### src/rtl/cam_pkg.sv
// Package: shared constants for the calendar alarm comparator.
// Field order, widths and register addresses are fixed here.
package cam_pkg;
    localparam int unsigned NUM_FIELDS = 7;
    localparam int unsigned DATA_W     = 16;
    localparam int unsigned ADDR_W     = 4;
    localparam int unsigned EN_BIT     = 15;
    // seconds, minutes, hours, weekday, mday, month, year
    localparam int unsigned FIELD_W [NUM_FIELDS] = '{7, 7, 6, 3, 6, 5, 8};

    localparam logic [ADDR_W-1:0] ADDR_COMMIT = 4'd7;
    localparam logic [ADDR_W-1:0] ADDR_IRQEN  = 4'd8;
    localparam logic [ADDR_W-1:0] ADDR_STATUS = 4'd9;

    // Bit offset of field i inside the packed calendar vector.
    function automatic int unsigned field_off(input int unsigned i);
        int unsigned acc;
        acc = 0;
        for (int unsigned k = 0; k < i; k++) acc += FIELD_W[k];
        return acc;
    endfunction

    localparam int unsigned CAL_W = field_off(NUM_FIELDS);
endpackage

### src/rtl/cam_field.sv
// Module: one alarm field. It holds a staged value and enable, and
// copies them into the active set on commit.
// Assumes stage_we and commit are never high in the same cycle.
module cam_field #(
    parameter int unsigned W = 7
) (
    input  logic         clk,
    input  logic         rst_n,
    input  logic         stage_we,
    input  logic [W-1:0] stage_val,
    input  logic         stage_en,
    input  logic         commit,
    input  logic [W-1:0] cal_val,
    output logic         act_en,
    output logic         eq
);
    logic [W-1:0] stg_val_q;
    logic         stg_en_q;
    logic [W-1:0] act_val_q;

    // Staging register: loaded by a field write.
    always_ff @(posedge clk) begin
        if (!rst_n) begin
            stg_val_q <= '0;
            stg_en_q  <= 1'b0;
        end else if (stage_we) begin
            stg_val_q <= stage_val;
            stg_en_q  <= stage_en;
        end
    end

    // Active register: copied from staging on commit.
    always_ff @(posedge clk) begin
        if (!rst_n) begin
            act_val_q <= '0;
            act_en    <= 1'b0;
        end else if (commit) begin
            act_val_q <= stg_val_q;
            act_en    <= stg_en_q;
        end
    end

    // Equality of the active value with the live calendar field.
    always_comb eq = (act_val_q == cal_val);
endmodule

### src/rtl/cam_combine.sv
// Module: reduces per-field results to one match pulse.
// A match needs a strobe, at least one enabled field, and every
// enabled field equal.
module cam_combine #(
    parameter int unsigned N = 7
) (
    input  logic         cal_tick,
    input  logic [N-1:0] en_vec,
    input  logic [N-1:0] eq_vec,
    output logic         fire
);
    logic any_en;
    logic all_ok;

    // Match decision for this cycle.
    always_comb begin
        any_en = |en_vec;
        all_ok = &(~en_vec | eq_vec);
        fire   = cal_tick && any_en && all_ok;
    end
endmodule

### src/rtl/cam_irq_ctrl.sv
// Module: sticky status flag with write-one-to-clear, interrupt
// enable bit and the gated interrupt output. A set beats a clear.
module cam_irq_ctrl (
    input  logic clk,
    input  logic rst_n,
    input  logic fire,
    input  logic clr_wr,
    input  logic ie_wr,
    input  logic ie_val,
    output logic status,
    output logic irq
);
    logic ie_q;

    // Sticky status: set on match, cleared by a one-write.
    always_ff @(posedge clk) begin
        if (!rst_n)       status <= 1'b0;
        else if (fire)    status <= 1'b1;
        else if (clr_wr)  status <= 1'b0;
    end

    // Interrupt enable register.
    always_ff @(posedge clk) begin
        if (!rst_n)      ie_q <= 1'b0;
        else if (ie_wr)  ie_q <= ie_val;
    end

    // Interrupt output is status gated by enable.
    always_comb irq = status && ie_q;
endmodule

### src/rtl/cal_alarm_match.sv
// Module: calendar alarm comparator top. It decodes register writes,
// holds seven per-field alarm slices, and drives status and interrupt.
// Assumes the calendar fields are stable whenever cal_tick is high.
module cal_alarm_match
    import cam_pkg::*;
(
    input  logic              clk,
    input  logic              rst_n,
    input  logic              cal_tick,
    input  logic [6:0]        cal_sec,
    input  logic [6:0]        cal_min,
    input  logic [5:0]        cal_hour,
    input  logic [2:0]        cal_wday,
    input  logic [5:0]        cal_mday,
    input  logic [4:0]        cal_mon,
    input  logic [7:0]        cal_year,
    input  logic              wr_en,
    input  logic [ADDR_W-1:0] wr_addr,
    input  logic [DATA_W-1:0] wr_data,
    output logic              alarm_status,
    output logic              alarm_irq
);
    logic [CAL_W-1:0]      cal_vec;
    logic [NUM_FIELDS-1:0] act_en;
    logic [NUM_FIELDS-1:0] eq_vec;
    logic                  commit;
    logic                  fire;
    logic                  clr_wr;
    logic                  ie_wr;

    // Pack calendar fields, seconds at bit 0.
    always_comb cal_vec = {cal_year, cal_mon, cal_mday, cal_wday,
                           cal_hour, cal_min, cal_sec};

    // Decode the control writes.
    always_comb begin
        commit = wr_en && (wr_addr == ADDR_COMMIT) && wr_data[EN_BIT];
        clr_wr = wr_en && (wr_addr == ADDR_STATUS) && wr_data[0];
        ie_wr  = wr_en && (wr_addr == ADDR_IRQEN);
    end

    for (genvar g = 0; g < NUM_FIELDS; g++) begin : g_field
        localparam int unsigned W   = FIELD_W[g];
        localparam int unsigned OFF = field_off(g);
        logic stage_we;

        // Write strobe for this field's staging register.
        always_comb stage_we = wr_en && (wr_addr == ADDR_W'(g));

        cam_field #(.W(W)) u_field (
            .clk       (clk),
            .rst_n     (rst_n),
            .stage_we  (stage_we),
            .stage_val (wr_data[W-1:0]),
            .stage_en  (wr_data[EN_BIT]),
            .commit    (commit),
            .cal_val   (cal_vec[OFF +: W]),
            .act_en    (act_en[g]),
            .eq        (eq_vec[g])
        );
    end

    cam_combine #(.N(NUM_FIELDS)) u_comb (
        .cal_tick (cal_tick),
        .en_vec   (act_en),
        .eq_vec   (eq_vec),
        .fire     (fire)
    );

    cam_irq_ctrl u_irq (
        .clk    (clk),
        .rst_n  (rst_n),
        .fire   (fire),
        .clr_wr (clr_wr),
        .ie_wr  (ie_wr),
        .ie_val (wr_data[0]),
        .status (alarm_status),
        .irq    (alarm_irq)
    );
endmodule

### config.mk
export PLATFORM = sky130hd
export DESIGN_NAME = cal_alarm_match
export DESIGN_NICKNAME = d
export VERILOG_FILES = /design/src/rtl/cam_pkg.sv /design/src/rtl/cam_field.sv /design/src/rtl/cam_combine.sv /design/src/rtl/cam_irq_ctrl.sv /design/src/rtl/cal_alarm_match.sv
export SDC_FILE = /design/constraint.sdc
export NUM_CORES = 1
export LEC_CHECK = 0
export BUFFER_PORTS_ARGS = -buffer_cell sky130_fd_sc_hd__buf_2
export CORE_MARGIN = 2
export CORE_UTILIZATION = 54
export DETAILED_ROUTE_END_ITERATION = 7
export GPL_TIMING_DRIVEN = 0
export PLACE_DENSITY_LB_ADDON = 0.05
export SETUP_SLACK_MARGIN = 0.15
export SLEW_MARGIN = 0
export SYNTH_ARGS = -nofsm -noshare
export SYNTH_HDL_FRONTEND = slang
export SYNTH_SLANG_ARGS = --single-unit
### constraint.sdc
create_clock -name clk -period 2.81 [get_ports clk]
set_clock_uncertainty 0.05 [all_clocks]
set_input_delay 0.562 -clock clk [delete_from_list [all_inputs] [get_ports clk]]
set_output_delay 0.562 -clock clk [all_outputs]
set_load 0.01 [all_outputs]
==> flow_summary_export.csv <==
group,metric,value,unit
clock_tree,clock_latency,360,ps
logic_synthesis,postSynthCellCount,461,
sta,slew_headroom,58.7,%
cells_and_area,regArea,2000,um2
setup_path,path_delay_family,"buffers and inverters",
clock_tree,cts.htree.levels,3,
floorplanning,num_io_pins,68,
floorplanning,std_cell_rows,32,
setup_path,path_buf_inv,3,
logic_synthesis,yosysWarnings,0,
sta,rsz0062_at_grt,"false",
power_and_ir_drop,pwr_density_cell,510,nW/um2
drt,drc,0,
global_routing,grt_pass1_wl,15.0,mm
sta,layout_worst_path_cycle_share,61.6,%
clock_tree,cts_hold_buf,0,
cells_and_area,layout-drive-gt1-share,16.7,%
setup_path,cp_max_fo,10,
logic_synthesis,avgSynthCellArea,9.37,um2
setup_path,cp.required,3050,ps
setup_path,crit_path_start_kind,"input pin",
setup_path,worstSetupPathType,"in -> reg",
drt,viasPerCell,5.11,
cells_and_area,n_fill_cell,697,
setup_path,worstPathArrival,1970,ps
global_routing,overflow,0,
sta,worst_slack,1080,ps
floorplanning,die_h,93.5,um
cells_and_area,nets,595,
drt,ant_nets,0,
sta,setup_viol,0,
place,dp_hpwl,6.94,mm
outcome,status,"complete, no violations",
sta,finalSetupTns,0,ps
drt,dr.pass1.iters,4,
global_routing,grt_pass1_vias,2939,
clock_tree,clk_pin_slew_worst_paths,100,ps
drt,wirelength,9.42,mm
floorplanning,core-area,7730,um2
logic_synthesis,yosysSeqAreaShare,46.3,%
floorplanning,fp.dieW,93.5,um
clock_tree,cts_inserted_buffers,9,
global_routing,grt_max_degree,17,
logic_synthesis,ys_ff_latch,100,
setup_path,end_kind,"register",
power_and_ir_drop,leakage,1.88,nW
global_routing,grt.total_usage,22.8,%
drt,drt-initial-drc-count,102,
global_routing,antenna_found_initial,0,
logic_synthesis,synth_area_leaders,"dfxtp_1 (46%), mux2i_1 (11%), nand2_1 (9.2%)",
floorplanning,die_area,8730,um2
worst_hold_path,hp-class,"in -> reg",
floorplanning,start_util,55.9,%
cells_and_area,area_growth,14.0,%
sta,maxSlewViolCount,0,
sta,hold_viol,0,
setup_path,slowest_delay,310,ps
logic_synthesis,synthesis.nets,527,
clock_tree,cts_tree,"built",
setup_path,cpMaxStageDelayCell,"clkbuf_1",
sta,worst_pin_slew,612,ps
power_and_ir_drop,ir_drop,0.294,mV
logic_synthesis,synth_top_area_cell,"dfxtp_1",
logic_synthesis,synth_area,4320,um2
logic_synthesis,synth_top_cell_area_share,46.3,%
drt,post_drt_wl_per_cell,14.8,um
cells_and_area,post-route-util,63.8,%
drt,vias,3250,
sta,period_needed,1730,ps
clock_tree,cts.repair.resized,0,
clock_tree,clock-sinks,100,
sta,fmax,577,MHz
cells_and_area,multiInputGateArea,2180,um2
clock_tree,cts_setup_buffers,0,
logic_synthesis,synth_cell_type_count,32,
place,globalplace.congestion,0.893,
place,io_buffers,57,
setup_path,path_cells,"clkbuf_1 > nand3_1 > nor2_1 > buf_2 > buf_4 > nand2_1 > a21boi_1",
clock_tree,clk_path_buf_depth,2,
flow_run,maxCapViolations,0,
place,dpl_worst_slack,693,ps
cells_and_area,diodes,0,
clock_tree,cts_root_buffer,"clkbuf_8",
## cell usage in the layout (no fill, tap or decap), types with 2 or more instances in the layout
master,Yosys,layout
a21boi_1,10,10
buf_2,9,66
clkbuf_1,14,15
clkinv_2,0,2
nor2b_1,46,46
clkbuf_8,0,9
o21ai_0,2,2
dfxtp_1,100,100
buf_4,3,3
nand4b_1,3,3
nor2_1,2,2
xor2_1,12,12
xnor2_1,30,30
nand4_1,8,8
mux2i_1,46,46
o31ai_1,4,4
o41ai_1,2,2
a21boi_0,43,43
nand2_1,106,106
nand3_1,7,7
clkinv_4,0,2
## worst register-to-register path: cells and delay by family (launching register included)
family / cells / cell delay, ps
DFF: 1 / 380
AOI/OAI and AO/OA: 2 / 720
xor gates and xnor gates: 1 / 130
and+or+nand+nor: 2 / 290
## Yosys cell counts
| cell | instances |
|---|---|
| nand2_1 | 106 |
| dfxtp_1 | 100 |
| mux2i_1 | 46 |
| nor2b_1 | 46 |
| a21boi_0 | 43 |
| xnor2_1 | 30 |
| clkbuf_1 | 14 |
| xor2_1 | 12 |
| a21boi_1 | 10 |
| buf_2 | 9 |
| nand4_1 | 8 |
| nand3_1 | 7 |
| o31ai_1 | 4 |
| buf_4 | 3 |
| nand4b_1 | 3 |
| nor2_1 | 2 |
| o21ai_0 | 2 |
| o41ai_1 | 2 |
| and2_1 | 1 |
| and4_1 | 1 |
| buf_6 | 1 |
| clkbuf_2 | 1 |
| nand2b_1 | 1 |
| nand3b_1 | 1 |
| nor2_2 | 1 |
| nor2b_4 | 1 |
| nor3_1 | 1 |
| nor3b_1 | 1 |
| nor3b_2 | 1 |
| o211ai_1 | 1 |
| or2_1 | 1 |
| or4_1 | 1 |
## stage by stage
stage | hold slack (ps) | std cells | instance area (um2) | total power [mW]
floorplan | 380 | 461 | 4320 | 1.56
global placement | 386 | 620 | 4730 | 1.64
detailed placement | 395 | 620 | 4730 | 1.64
CTS | 391 | 636 | 4930 | 2.53
global route | 417 | 636 | 4930 | 2.61
finish | 400 | 636 | 4930 | 2.52
## layout make-up
cell class	count	area share (%)
clock buffer	10	2.59
buffer	28	2.77
clock inverter	6	1.32
timing repair buffer	57	5.79
tap	102	2.59
sequential	100	40.6
multi-input combinational	333	44.3
## power breakdown
part	leakage (nW)	switching [mW]	internal, mW	total [mW]
logic	0.974	0.0909	0.0863	0.177
clock network	0.0962	0.496	0.412	0.908
registers	0.806	0.00471	1.43	1.43
## metal layers
layer,up-vias,routed length (um),global-route usage (%)
met1,1504,4420,30.3
met5,-,0,0
met3,13,383,3.38
li1,1668,-,-
met2,65,4450,37.4
met4,0,162,8.58
## final timing paths
check	depth (start not counted)	startpoint	slack (ps)	endpoint
max	7	wr_data[15]	1080	g_field[4].u_field.act_val_q[1]$_SDFFE_PN0P_
min	3	wr_data[7]	400	g_field[6].u_field.stg_val_q[7]$_SDFFE_PN0P_
max reg2reg	5	g_field[0].u_field.act_val_q[6]$_SDFFE_PN0P_	1160	u_irq.status$_SDFFE_PN0P_
min reg2reg	2	g_field[4].u_field.stg_val_q[4]$_SDFFE_PN0P_	400	g_field[4].u_field.act_val_q[4]$_SDFFE_PN0P_
## cell families (layout without fill, tap and decap cells)
logic type | count (synthesis) | in the layout | share of synthesized area (%)
simple gates | 183 | 183 | 20.6
flops | 100 | 100 | 46.3
compound gates | 62 | 62 | 10.7
mux | 46 | 46 | 10.7
xor+xnor | 42 | 42 | 8.51
buf+inv | 28 | 101 | 3.16
## flip-flops by register name, indices dropped and copies added (netlist names)
signal and count:
g_field.u_field.stg_en_q 7, u_irq.ie_q 1, u_irq.status 1, g_field.u_field.act_en 7
g_field.u_field.stg_val_q 42, g_field.u_field.act_val_q 42
Power figures use the tool's default switching activity.
